==> config.mk <==
export PLATFORM = sky130hd
export DESIGN_NAME = desc_chain_walker
export DESIGN_NICKNAME = d
export VERILOG_FILES = /design/src/rtl/dcw_pkg.sv /design/src/rtl/dcw_seq.sv /design/src/rtl/dcw_shadow.sv /design/src/rtl/desc_chain_walker.sv
export SDC_FILE = /design/constraint.sdc
export NUM_CORES = 1
export LEC_CHECK = 0
export ABC_CLOCK_PERIOD_IN_PS = 3900
export BUFFER_PORTS_ARGS = -buffer_cell sky130_fd_sc_hd__buf_2
export CORE_MARGIN = 2
export CORE_UTILIZATION = 40
export DETAILED_ROUTE_END_ITERATION = 10
export SETUP_SLACK_MARGIN = 0.1
export SYNTH_ARGS = -nofsm -noshare
export SYNTH_HDL_FRONTEND = slang
export SYNTH_SLANG_ARGS = --single-unit
==> constraint.sdc <==
create_clock -name clk -period 3.9 [get_ports clk]
set_input_delay 0.78 -clock clk [delete_from_list [all_inputs] [get_ports clk]]
set_output_delay 0.78 -clock clk [all_outputs]
set_load 0.02 [all_outputs]
==> src/rtl/dcw_pkg.sv <==
package dcw_pkg;

    localparam int unsigned NUM_SLOTS   = 9;
    localparam int unsigned IDX_W       = $clog2(NUM_SLOTS);
    localparam int unsigned LEN_W       = 24;
    localparam int unsigned BIT_NEXT_EN = LEN_W;
    localparam int unsigned BIT_SRC_UPD = LEN_W + 1;
    localparam int unsigned BIT_DST_UPD = LEN_W + 2;
    localparam int unsigned BIT_VIEW_LO = LEN_W + 3;

    typedef logic [1:0] view_t;

    typedef enum logic [2:0] {
        ST_IDLE,
        ST_ISSUE,
        ST_WAIT,
        ST_NOTIFY,
        ST_DONE
    } fetch_state_e;

    // Shadow slot numbering; order matches the fully populated layout
    typedef enum logic [IDX_W-1:0] {
        SL_NEXT   = 4'd0,
        SL_UCTL   = 4'd1,
        SL_SRC    = 4'd2,
        SL_DST    = 4'd3,
        SL_CFG    = 4'd4,
        SL_BCTL   = 4'd5,
        SL_STRIDE = 4'd6,
        SL_SUS    = 4'd7,
        SL_DUS    = 4'd8
    } slot_e;

    // Index of the final word for a layout code
    function automatic logic [IDX_W-1:0] last_index(input view_t v);
        logic [IDX_W-1:0] r;
        case (v)
            2'd0:    r = IDX_W'(2);
            2'd1:    r = IDX_W'(3);
            2'd2:    r = IDX_W'(4);
            default: r = IDX_W'(NUM_SLOTS - 1);
        endcase
        return r;
    endfunction

    // Slot targeted by word k of a descriptor with layout v
    function automatic logic [IDX_W-1:0] slot_of(input view_t v, input logic [IDX_W-1:0] k);
        logic [IDX_W-1:0] r;
        if (v == 2'd0 && k == IDX_W'(2))
            r = SL_DST;
        else
            r = k;
        return r;
    endfunction

endpackage

==> src/rtl/dcw_seq.sv <==
module dcw_seq
    import dcw_pkg::*;
#(
    parameter int unsigned W = 32
) (
    input  logic             clk,
    input  logic             rst_n,
    input  logic             start_i,
    input  logic [W-1:0]     start_ptr_i,
    input  logic [1:0]       start_view_i,
    input  logic             disable_i,
    input  logic             rd_valid_i,
    input  logic             next_en_i,
    input  logic [W-1:0]     next_ptr_i,
    input  logic [1:0]       next_view_i,
    output logic             rd_req_o,
    output logic [W-1:0]     rd_addr_o,
    output logic             rd_if_o,
    output logic             busy_o,
    output logic             desc_ready_o,
    output logic             chain_done_o,
    output logic             load_en_o,
    output logic [IDX_W-1:0] load_slot_o
);

    localparam logic [W-1:0] WORD_STEP = W'(4);

    fetch_state_e     state_q, state_d;
    logic [W-1:0]     addr_q;
    logic             if_q;
    view_t            view_q;
    logic [IDX_W-1:0] word_q;
    logic             stop_q;
    logic             last_word;
    logic             halt;

    assign last_word = (word_q == last_index(view_q));
    assign halt      = stop_q | disable_i;

    // State register
    always_ff @(posedge clk or negedge rst_n) begin
        if (!rst_n)
            state_q <= ST_IDLE;
        else
            state_q <= state_d;
    end

    // Transitions
    always_comb begin
        state_d = state_q;
        unique case (state_q)
            ST_IDLE:   if (start_i) state_d = ST_ISSUE;
            ST_ISSUE:  state_d = ST_WAIT;
            ST_WAIT:   if (rd_valid_i) state_d = last_word ? ST_NOTIFY : ST_ISSUE;
            ST_NOTIFY: begin
                if (!next_en_i)
                    state_d = ST_DONE;
                else if (halt)
                    state_d = ST_IDLE;
                else
                    state_d = ST_ISSUE;
            end
            ST_DONE:   state_d = ST_IDLE;
            default:   state_d = ST_IDLE;
        endcase
    end

    // Fetch pointer, word counter, layout and pending stop
    always_ff @(posedge clk or negedge rst_n) begin
        if (!rst_n) begin
            addr_q <= '0;
            if_q   <= 1'b0;
            view_q <= '0;
            word_q <= '0;
            stop_q <= 1'b0;
        end else if (state_q == ST_IDLE) begin
            if (start_i) begin
                addr_q <= {start_ptr_i[W-1:2], 2'b00};
                if_q   <= start_ptr_i[0];
                view_q <= start_view_i;
                word_q <= '0;
                stop_q <= 1'b0;
            end
        end else begin
            if (disable_i)
                stop_q <= 1'b1;
            if (state_q == ST_WAIT && rd_valid_i && !last_word) begin
                addr_q <= addr_q + WORD_STEP;
                word_q <= word_q + IDX_W'(1);
            end
            if (state_q == ST_NOTIFY && next_en_i && !halt) begin
                addr_q <= {next_ptr_i[W-1:2], 2'b00};
                if_q   <= next_ptr_i[0];
                view_q <= next_view_i;
                word_q <= '0;
            end
        end
    end

    // Outputs
    always_comb begin
        rd_req_o     = (state_q == ST_ISSUE);
        busy_o       = (state_q != ST_IDLE);
        desc_ready_o = (state_q == ST_NOTIFY);
        chain_done_o = (state_q == ST_DONE);
        load_en_o    = (state_q == ST_WAIT) && rd_valid_i;
        load_slot_o  = slot_of(view_q, word_q);
        rd_addr_o    = addr_q;
        rd_if_o      = if_q;
    end

    AST_ONE_OUTSTANDING: assert property (@(posedge clk) disable iff (!rst_n)
        rd_req_o |=> !rd_req_o);

    AST_ADDR_STEP: assert property (@(posedge clk) disable iff (!rst_n)
        (state_q == ST_WAIT && rd_valid_i && !last_word) |=> (rd_addr_o == $past(rd_addr_o) + WORD_STEP));

    AST_ALIGNED: assert property (@(posedge clk) disable iff (!rst_n)
        rd_req_o |-> (rd_addr_o[1:0] == 2'b00));

    AST_DONE_AFTER_READY: assert property (@(posedge clk) disable iff (!rst_n)
        chain_done_o |-> $past(desc_ready_o));

    AST_STOP_QUIET: assert property (@(posedge clk) disable iff (!rst_n)
        (desc_ready_o && halt && next_en_i) |=> (!busy_o && !rd_req_o));

    AST_START_IGNORED: assert property (@(posedge clk) disable iff (!rst_n)
        (state_q == ST_WAIT && start_i && !rd_valid_i) |=> (state_q == ST_WAIT));

endmodule

==> src/rtl/dcw_shadow.sv <==
module dcw_shadow
    import dcw_pkg::*;
#(
    parameter int unsigned W = 32
) (
    input  logic             clk,
    input  logic             rst_n,
    input  logic             load_en_i,
    input  logic [IDX_W-1:0] load_slot_i,
    input  logic [W-1:0]     data_i,
    output logic [W-1:0]     regs_o [NUM_SLOTS],
    output logic             next_en_o,
    output logic [1:0]       next_view_o
);

    logic [W-1:0] uctl;

    assign uctl        = regs_o[SL_UCTL];
    assign next_en_o   = uctl[BIT_NEXT_EN];
    assign next_view_o = uctl[BIT_VIEW_LO +: 2];

    for (genvar g = 0; g < NUM_SLOTS; g++) begin : g_slot
        logic         gate;
        logic         hit;
        logic [W-1:0] q;

        if (g == int'(SL_SRC)) begin : g_src
            assign gate = uctl[BIT_SRC_UPD];
            AST_SRC_KEEP: assert property (@(posedge clk) disable iff (!rst_n)
                (load_en_i && load_slot_i == IDX_W'(g) && !uctl[BIT_SRC_UPD]) |=> $stable(regs_o[g]));
        end else if (g == int'(SL_DST)) begin : g_dst
            assign gate = uctl[BIT_DST_UPD];
            AST_DST_KEEP: assert property (@(posedge clk) disable iff (!rst_n)
                (load_en_i && load_slot_i == IDX_W'(g) && !uctl[BIT_DST_UPD]) |=> $stable(regs_o[g]));
        end else begin : g_plain
            assign gate = 1'b1;
        end

        assign hit = load_en_i && (load_slot_i == IDX_W'(g)) && gate;

        always_ff @(posedge clk or negedge rst_n) begin
            if (!rst_n)
                q <= '0;
            else if (hit)
                q <= data_i;
        end

        assign regs_o[g] = q;
    end

endmodule

==> src/rtl/desc_chain_walker.sv <==
module desc_chain_walker
    import dcw_pkg::*;
#(
    parameter int unsigned W = 32
) (
    input  logic         clk,
    input  logic         rst_n,
    input  logic         start,
    input  logic [W-1:0] start_ptr,
    input  logic [1:0]   start_view,
    input  logic         disable_req,
    output logic         rd_req,
    output logic [W-1:0] rd_addr,
    output logic         rd_if,
    input  logic         rd_valid,
    input  logic [W-1:0] rd_data,
    output logic         busy,
    output logic         desc_ready,
    output logic         chain_done,
    output logic [W-1:0] sh_next,
    output logic [W-1:0] sh_uctl,
    output logic [W-1:0] sh_src,
    output logic [W-1:0] sh_dst,
    output logic [W-1:0] sh_cfg,
    output logic [W-1:0] sh_bctl,
    output logic [W-1:0] sh_stride,
    output logic [W-1:0] sh_src_us,
    output logic [W-1:0] sh_dst_us
);

    logic             load_en;
    logic [IDX_W-1:0] load_slot;
    logic [W-1:0]     regs [NUM_SLOTS];
    logic             next_en;
    logic [1:0]       next_view;

    dcw_seq #(.W(W)) u_seq (
        .clk          (clk),
        .rst_n        (rst_n),
        .start_i      (start),
        .start_ptr_i  (start_ptr),
        .start_view_i (start_view),
        .disable_i    (disable_req),
        .rd_valid_i   (rd_valid),
        .next_en_i    (next_en),
        .next_ptr_i   (regs[SL_NEXT]),
        .next_view_i  (next_view),
        .rd_req_o     (rd_req),
        .rd_addr_o    (rd_addr),
        .rd_if_o      (rd_if),
        .busy_o       (busy),
        .desc_ready_o (desc_ready),
        .chain_done_o (chain_done),
        .load_en_o    (load_en),
        .load_slot_o  (load_slot)
    );

    dcw_shadow #(.W(W)) u_shadow (
        .clk         (clk),
        .rst_n       (rst_n),
        .load_en_i   (load_en),
        .load_slot_i (load_slot),
        .data_i      (rd_data),
        .regs_o      (regs),
        .next_en_o   (next_en),
        .next_view_o (next_view)
    );

    assign sh_next   = regs[SL_NEXT];
    assign sh_uctl   = regs[SL_UCTL];
    assign sh_src    = regs[SL_SRC];
    assign sh_dst    = regs[SL_DST];
    assign sh_cfg    = regs[SL_CFG];
    assign sh_bctl   = regs[SL_BCTL];
    assign sh_stride = regs[SL_STRIDE];
    assign sh_src_us = regs[SL_SUS];
    assign sh_dst_us = regs[SL_DUS];

    AST_READY_PULSE: assert property (@(posedge clk) disable iff (!rst_n)
        desc_ready |=> !desc_ready);

endmodule

==> impl_metrics.yaml <==
yosys:
  synthXorXnorAreaFrac_pct: 0.259
  synth_top_area_share_pct: 60.8
  synth_mux_area_share_pct: 24.5
  synthTopCellsByArea: "dfrtp_1, mux2_2, buf_2"
  synth.distinct_cells: 65
  synth-main-ff-cell: "dfrtp_1"
  synth_edf_count: 0
  synth-seq-area-share_pct: 60.8
  synthCells: 947
  async_reset_ff_share_pct: 100
  yosysMostFrequentCell: "dfrtp_1"
  synth_compound_area_share_pct: 5.94
  synthAdderAreaFrac_pct: 0.462
  yosys.area.top_type: "dfrtp_1"
  synth_top_family_by_area: "multiplexers"
  ys_warn_count: 0
  synth.avg_cell_area_um2: 14.3
  yosys_register_bits: 329
  yosys.area_share.simple_pct: 5.78
  syn_area_mm2: 0.0135
  ys_top_cells_by_count: "dfrtp_1, mux2_2, nand2_1, buf_2, nor2_1"
job:
  drv_cap: 0
sta:
  slew_violations: 0
  rsz0062_at_grt: "no"
  period_share_pct: 74.5
  fin_skew_ps: 22.3
  period_minus_slack_ps: 2910
  setup_viol: 0
  fin_setup_tns_ps: 0
  worst_slack_ps: 994
  finalHoldViolations: 0
  max_slew.worst_pin.slew_ps: 996
  relSlewSlack_pct: 33.4
  fmax_ghz: 0.344
setup_path:
  cp.required_ps: 3120
  reg2reg_from: "u_seq.state_q[1]"
  ff2ff_setup_slack_ps: 1260
  rr_worst_depth: 6
  crit_fanout: 18
  startpoint: "u_seq.state_q[0]"
  critPathKind: "reg -> out"
  worstSetupEndpointType: "output port"
  crit_path_start_kind: "register"
  critPathArrivalTime_ps: 2130
  cp-endpoint: "busy"
  rr_endpoint: "u_seq.rd_addr_o[11]"
power_and_ir_drop:
  p_leak_nw: 9.17
  irDropWorstVdd_mv: 0.524
  power-per-cell-area_mw_per_mm2: 716
clock_tree:
  cts_inserted_buffers: 37
  cts_tree: "built"
  cts_buffer_depth: 3
  postCtsSetupBuffers: 0
  clock_sinks: 329
  holdBufCountCts: 0
  clk-insertion-delay-late_ps: 530
  cts_max_level: 2
  clkTransAtPathRegs_ps: 60
  cts_root_buf: "clkbuf_16"
  post_cts_resize_count: 0
floorplan:
  dieHeight_um: 188
  die_area_mm2: 0.0353
  fp.coreArea_mm2: 0.0334
  placementRows: 67
  num_io_pins: 396
  die_w_um: 188
  start_util_pct: 40.5
routing:
  drt_iter0_drc: 473
  top_layer_used: "met4"
  m1WireLength_mm: 17.4
  first_pass_iters: 4
  postRouteAntennaNets: 0
  wl_met3_mm: 2.70
  avgRoutedWirePerCell_um: 22.5
  wl_mm: 41.1
  via_count: 9678
  wl_met2_mm: 19.7
  route.detailed.drc: 0
  viasPerCell: 5.31
placed_design:
  place_area_mm2: 0.0161
  dpl.hpwl_mm: 28.4
  gp_congestion: 0.827
  port_buffers: 392
  dp_slack_ps: 1030
finish:
  nets: 1421
  area_delta_synth_final_pct: 27.9
  regArea_mm2: 0.00823
  layout-drive-gt1-share_pct: 57.0
  fillers: 2969
  multi_input_area_mm2: 0.00505
  final_area_mm2: 0.0173
hold_path:
  hold_path_class: "in -> async"
global_routing:
  grt_pass1_wl_mm: 61.3
  antenna_found_initial: 3
  grt_max_degree: 93
  grt_pass1_vias: 9793
  grt_usage_pct: 22.8
  grt_remaining_overflow: 0
run_status:
  status: "complete, no violations"
per-layer routing:
layer  GRT usage, %  vias up
met3           5.37       72
met4           8.18        0
met2           37.0      357
met1           29.8     4954
li1               -     4295
met5              0        -
worst max-delay path, stage by stage (launching register included):
cell     delay, ps
dfrtp_1        520
nor3_4         510
inv_1          140
buf_4          240
buf_2          180
logic make-up after synthesis:
| group | Yosys count |
|---|---|
| AOI/OAI and AO/OA | 109 |
| xor gates and xnor gates | 4 |
| adders and majority gates | 5 |
| buffers and inverters | 62 |
| DFF | 329 |
| muxes | 295 |
| other | 1 |
| and+or+nand+nor | 142 |
placed cells by master (no fill, tap or decap), types with 4 or more instances in the layout:
cell and n:
bufinv_16 4, and2_1 4, nand4_1 13, clkinv_2 9, clkbuf_16 37, dfrtp_1 329
nand2_1 32, nor3_1 10, mux2_2 286, buf_4 15, inv_1 8, o22ai_1 10
mux2_1 8, xnor2_1 4, nand3_1 16, ha_1 5, o21ai_0 14, nor2_1 24
o31a_1 6, buf_12 5, or3_1 4, clkbuf_1 5, buf_2 391, a31oi_1 4
o31ai_1 5, a211oi_1 5, clkbuf_8 6, nand2_2 5, a311oi_1 5, a32o_1 7
nor3b_1 4, a22oi_1 16, a21oi_1 11
worst min path at each step:
stage | start | to | slack [ps] | cells after the start
2_1_floorplan | u_shadow.g_slot[1].q[24] | u_seq.state_q[2] | 460 | 1
3_3_place_gp | u_shadow.g_slot[8].q[5] | u_shadow.g_slot[8].q[5] | 460 | 1
3_5_place_dp | u_shadow.g_slot[4].q[15] | u_shadow.g_slot[4].q[15] | 480 | 1
4_1_cts | rst_n | u_seq.state_q[1] | 320 | 1
5_1_grt | rst_n | u_shadow.g_slot[0].q[24] | 330 | 1
6_report | rst_n | u_shadow.g_slot[0].q[24] | 280 | 1
cell type report:
class                   count  share of cell area (%)
clock buffers              48                    5.93
well taps                 448                    3.24
flip-flops and latches    329                    47.5
inverters                   8                   0.173
clock inverters            19                    1.31
repair buffers            412                    12.6
multi-input cells         557                    29.2
diodes                      3                  0.0433
where the power goes:
group / switching [mW] / internal [mW] / total, mW
Sequential: 0.684 / 4.20 / 4.89
Combinational: 2.43 / 1.50 / 3.94
Clock: 1.44 / 2.14 / 3.58
metrics by stage:
step	hold slack, ps	total power [mW]	instances	util, %
3_5_place_dp	478	8.90	1754	48.0
3_3_place_gp	465	8.83	1754	48.0
5_1_grt	326	13.0	1824	51.8
6_report	280	12.4	1824	51.8
4_1_cts	315	12.5	1821	51.8
2_1_floorplan	463	7.22	948	-
flip-flops by register name, indices dropped and copies added (netlist names):
name               count
u_seq.rd_if_o          1
u_shadow.g_slot.q    288
u_seq.rd_addr_o       30
u_seq.word_q           4
u_seq.state_q          3
u_seq.stop_q           1
u_seq.view_q           2
No activity file was read; power rests on OpenSTA's default activity.
